--- src/rtl/poll_rd_pkg.sv ---
package poll_rd_pkg;
   typedef enum logic [1:0] {
      SRC_ARRAY = 2'd0,
      SRC_PROG  = 2'd1,
      SRC_ERASE = 2'd2
   } rd_src_e;
endpackage

--- src/rtl/poll_toggle_cell.sv ---
module poll_toggle_cell (
   input  logic clk,
   input  logic rst_n,
   input  logic advance,
   output logic tgl_q
);
   always_ff @(posedge clk or negedge rst_n) begin
      if (!rst_n)       tgl_q <= 1'b0;
      else if (advance) tgl_q <= ~tgl_q;
   end
endmodule

--- src/rtl/poll_status_mux.sv ---
module poll_status_mux
   import poll_rd_pkg::*;
#(
   parameter int DATA_W     = 8,
   parameter int POLL_BIT   = 7,
   parameter int TOGGLE_BIT = 6,
   parameter bit ZERO_FILL  = 1'b0
) (
   input  rd_src_e           src,
   input  logic [DATA_W-1:0] last_byte,
   input  logic [DATA_W-1:0] array_data,
   input  logic              tgl,
   output logic [DATA_W-1:0] word
);
   logic is_busy;
   logic poll_val;

   always_comb begin
      is_busy  = (src != SRC_ARRAY);
      poll_val = (src == SRC_ERASE) ? 1'b0 : ~last_byte[POLL_BIT];
   end

   for (genvar b = 0; b < DATA_W; b++) begin : g_bit
      if (b == POLL_BIT) begin : g_poll
         assign word[b] = is_busy ? poll_val : array_data[b];
      end else if (b == TOGGLE_BIT) begin : g_tgl
         assign word[b] = is_busy ? tgl : array_data[b];
      end else if (ZERO_FILL) begin : g_zero
         assign word[b] = is_busy ? 1'b0 : array_data[b];
      end else begin : g_pass
         assign word[b] = array_data[b];
      end
   end
endmodule

--- src/rtl/poll_out_reg.sv ---
module poll_out_reg #(
   parameter int DATA_W = 8
) (
   input  logic              clk,
   input  logic              rst_n,
   input  logic              load,
   input  logic [DATA_W-1:0] d,
   output logic [DATA_W-1:0] q
);
   always_ff @(posedge clk or negedge rst_n) begin
      if (!rst_n)    q <= '0;
      else if (load) q <= d;
   end
endmodule

--- src/rtl/poll_status_read.sv ---
module poll_status_read
   import poll_rd_pkg::*;
#(
   parameter int DATA_W     = 8,
   parameter int POLL_BIT   = 7,
   parameter int TOGGLE_BIT = 6,
   parameter bit ZERO_FILL  = 1'b0
) (
   input  logic              clk,
   input  logic              rst_n,
   input  logic              rd_stb,
   input  logic              busy,
   input  logic              erase,
   input  logic [DATA_W-1:0] last_byte,
   input  logic [DATA_W-1:0] array_data,
   output logic [DATA_W-1:0] rd_data
);
   localparam int MIN_W = ((POLL_BIT > TOGGLE_BIT) ? POLL_BIT : TOGGLE_BIT) + 1;

   if (DATA_W < MIN_W) begin : g_bad_width
      $error("poll_status_read: DATA_W too small for status bit positions");
   end
   if (POLL_BIT == TOGGLE_BIT) begin : g_bad_pos
      $error("poll_status_read: status bits must occupy distinct positions");
   end
   if (POLL_BIT < 0 || TOGGLE_BIT < 0) begin : g_bad_neg
      $error("poll_status_read: status bit positions must be non-negative");
   end

   rd_src_e           src;
   logic              tgl;
   logic [DATA_W-1:0] word;

   always_comb begin
      if (!busy)     src = SRC_ARRAY;
      else if (erase) src = SRC_ERASE;
      else           src = SRC_PROG;
   end

   poll_toggle_cell u_tgl (
      .clk     (clk),
      .rst_n   (rst_n),
      .advance (rd_stb & busy),
      .tgl_q   (tgl)
   );

   poll_status_mux #(
      .DATA_W     (DATA_W),
      .POLL_BIT   (POLL_BIT),
      .TOGGLE_BIT (TOGGLE_BIT),
      .ZERO_FILL  (ZERO_FILL)
   ) u_mux (
      .src        (src),
      .last_byte  (last_byte),
      .array_data (array_data),
      .tgl        (tgl),
      .word       (word)
   );

   poll_out_reg #(.DATA_W(DATA_W)) u_out (
      .clk   (clk),
      .rst_n (rst_n),
      .load  (rd_stb),
      .d     (word),
      .q     (rd_data)
   );
endmodule

--- config.mk ---
export PLATFORM = sky130hd
export DESIGN_NAME = poll_status_read
export DESIGN_NICKNAME = d
export VERILOG_FILES = /design/src/rtl/poll_rd_pkg.sv /design/src/rtl/poll_toggle_cell.sv /design/src/rtl/poll_status_mux.sv /design/src/rtl/poll_out_reg.sv /design/src/rtl/poll_status_read.sv
export SDC_FILE = /design/constraint.sdc
export NUM_CORES = 1
export LEC_CHECK = 0
export BUFFER_PORTS_ARGS = -buffer_cell sky130_fd_sc_hd__buf_2
export CAP_MARGIN = 20
export CORE_AREA = 2 2 39 41
export CTS_CLUSTER_DIAMETER = 80
export CTS_CLUSTER_SIZE = 40
export DETAILED_ROUTE_END_ITERATION = 10
export DIE_AREA = 0 0 41 43
export SKIP_CTS_REPAIR_TIMING = 1
export SYNTH_ARGS = -nofsm -noshare
export SYNTH_HDL_FRONTEND = slang
export SYNTH_SLANG_ARGS = --single-unit
--- constraint.sdc ---
create_clock -name clk -period 0.8 [get_ports clk]
set_input_delay 0.04 -clock clk [delete_from_list [all_inputs] [get_ports clk]]
set_output_delay 0.04 -clock clk [all_outputs]
set_load 0.05 [all_outputs]
==> run metrics <==
Final setup viols=8; Seq/Total Area, Yosys=between 60% and 70%; first-pass GRT wire length=1210 um; Layout area overhead=68.1%; vias in the first global route=about 300; I/O Buffers=21; Final Power=approximately 1.4 mW; met2 Use GR=a little over an eighth; gr ovfl total=0; Die W=a little over 40 um; WL/cell=11.3 um; Largest delay share family, worst path=flip-flops; Rows=14; main combinational cell family by area after synthesis=multiplexers; Worst-path clk slew=roughly 0.060 ns; compound-cell area share of the yosys netlist=3.16%; most frequent cells in the layout=13 x buf_2, 8 x buf_6, 8 x dfrtp_2; Cell Pwr Density=between 2000 and 2500 nW/um^2; Max stage delay on crit path=~0.42 ns; static leakage=roughly 0.29 nW; Yosys warnings=0; Mapped Nets=46; Post-Layout Inst Area=around 600 sq um; n_diodes=0; clock network power share=24.1%; crit path capture type=primary output; CTS tree=done; Initial Utilization=25.8%; Pint=roughly 930 uW; Crit Path Max Fanout=2; Sinks on Clock Net=9; period utilization=108%; Cell variety after synth=12; outcome=finished, violations left; RD Place Congestion=roughly 0.64; Post-Synth XOR/XNOR Area=under 10%; unrepaired setup endpoints after global routing=yes; commonest non-fill, non-tap cell in the layout=buf_2; M1 GR Usage=roughly 15%; cells along the critical path=buf_6; maximum VDD drop=1030 uV; Sequential Power Share=43.0%; Avg Inst Size Synth=around 14 sq um; clock buffer depth=2; Adder-Cell Fraction of Synth Area=0%; Pre-antenna DRT Iters=1; hpwl dp=between 600 and 700 um; share of Yosys cell area claimed by the top area cell type=a little over three fifths; largest net degree at the start of global routing=10; CTS Root Cell=clkbuf_4; cell count after synthesis=25; final wirelength=755 um; 1st-iter DRT viols=0; min Tclk post-route=~0.86 ns; switching power=approximately 450 uW; Final Max Slew Viols=0; Tightest Pin Transition=between 0.2 and 0.25 ns; M3 GR Usage=3.66%; Via density=approximately 4.2; Die Ht=between 40 and 50 um; arrival time worst endpoint=between 0.8 and 0.9 ns; I/O pins=29; layout cell share with drive strength beyond 1=78.4%; final worst setup slack=-0.0632 ns; gr usage total=a little over a tenth; Post-Synth Simple-Gate Area=under 10%; Placeable Area=1380 sq um; drt drc=0; initial antenna violation count=0; CP Launch Type=flop; post-synthesis sequential element count=9; Final Hold Viols=0; worst path required time=0.76 ns; placed cell area=between 500 and 600 sq um; kind of critical path=reg -> out; Clock Latency Late Sink=around 0.25 ns; Comb power frac=between 30% and 40%; Worst Hold Class=in -> reg; Post-Syn Area=357 sq um; Nets=between 70 and 80; H-tree depth=1; Max-Cap Viols=0; via count of the routed design=~280; GRT busiest layer=met1; Sw Ratio=32.4%; Synth area leader=dfrtp_1; slowest stage cell on the critical path=dfrtp_2; DIE AREA=1760 sq um; Hold Slack=0.0206 ns; top cells by area, synth=dfrtp_1 63%, mux2_1 16%, mux2_2 3.2%, mux2i_1 2.8%, nand2b_2 2.5%; Rel. slew slack=a little under nine tenths; post-synthesis mux area share=21.8%; post-route ant nets=0; clock skew=0.0000352 ns; Max Freq=1160 MHz; WP buf/inv=1; CTS buffer count=3; failing checks=setup timing
-- stage by stage --
stage	TNS, ns	instances	utilization [%]	setup slack, ns
2_1_floorplan	-0.649	25	-	-0.109
3_3_place_gp	0	62	37.1	0.0327
3_5_place_dp	0	62	37.1	0.00927
4_1_cts	-0.887	66	39.0	-0.129
5_1_grt	-0.680	67	43.3	-0.0995
6_report	-0.381	67	43.3	-0.0632
-- layer usage --
metal,vias up,wire length [um]
met3,2,107
met4,0,7
met2,22,280
met1,122,360
met5,-,0
li1,138,-
-- layout make-up --
| type | count | area [sq um] |
|---|---|---|
| well taps | 16 | 20.0 |
| fillers | 135 | 785 |
| multi-input cells | 15 | 145 |
| clock buffers | 4 | 26.3 |
| flip-flops and latches | 9 | 235 |
| repair buffers | 23 | 173 |
-- state kept, by name, summed over array words and instances (netlist names) --
| signal | flops |
|---|---|
| u_out.q | 8 |
| u_tgl.tgl_q | 1 |
-- Yosys cell counts (all sizes together) --
master  number
a21oi        1
nor2         2
or3b         1
xnor2        1
a31oi        1
mux2         6
buf          1
nand2b       1
mux2i        1
dfrtp        9
nand2        1
-- power by group through the flow --
stage	clock (mW)	combinational, mW	sequential (mW)
after floorplan	0	0.107	0.760
after global placement	0	0.387	0.588
after detailed placement	0	0.392	0.588
after CTS	0.353	0.395	0.580
after global routing	0.387	0.480	0.599
final	0.332	0.452	0.591
-- kinds of logic after synthesis --
logic type                after synthesis
xor gates and xnor gates                1
AOI/OAI and AO/OA                       2
and+or+nand+nor                         5
muxes                                   7
DFF                                     9
buffers and inverters                   1
-- worst paths after layout --
| path | cells after the start | to | start | slack (ns) |
|---|---|---|---|---|
| max | 1 | rd_data[7] | u_out.q[7] | -0.06 |
| min | 2 | u_out.q[0] | array_data[0] | 0.02 |
| max reg2reg | 1 | u_out.q[4] | u_out.q[4] | 0.01 |
| min reg2reg | 1 | u_tgl.tgl_q | u_tgl.tgl_q | 0.47 |
| max in group asynchronous | 2 | u_out.q[5] | rst_n | 0.44 |
| min in group asynchronous | 2 | u_tgl.tgl_q | rst_n | 0.16 |
(Power assumes the default switching activity.)
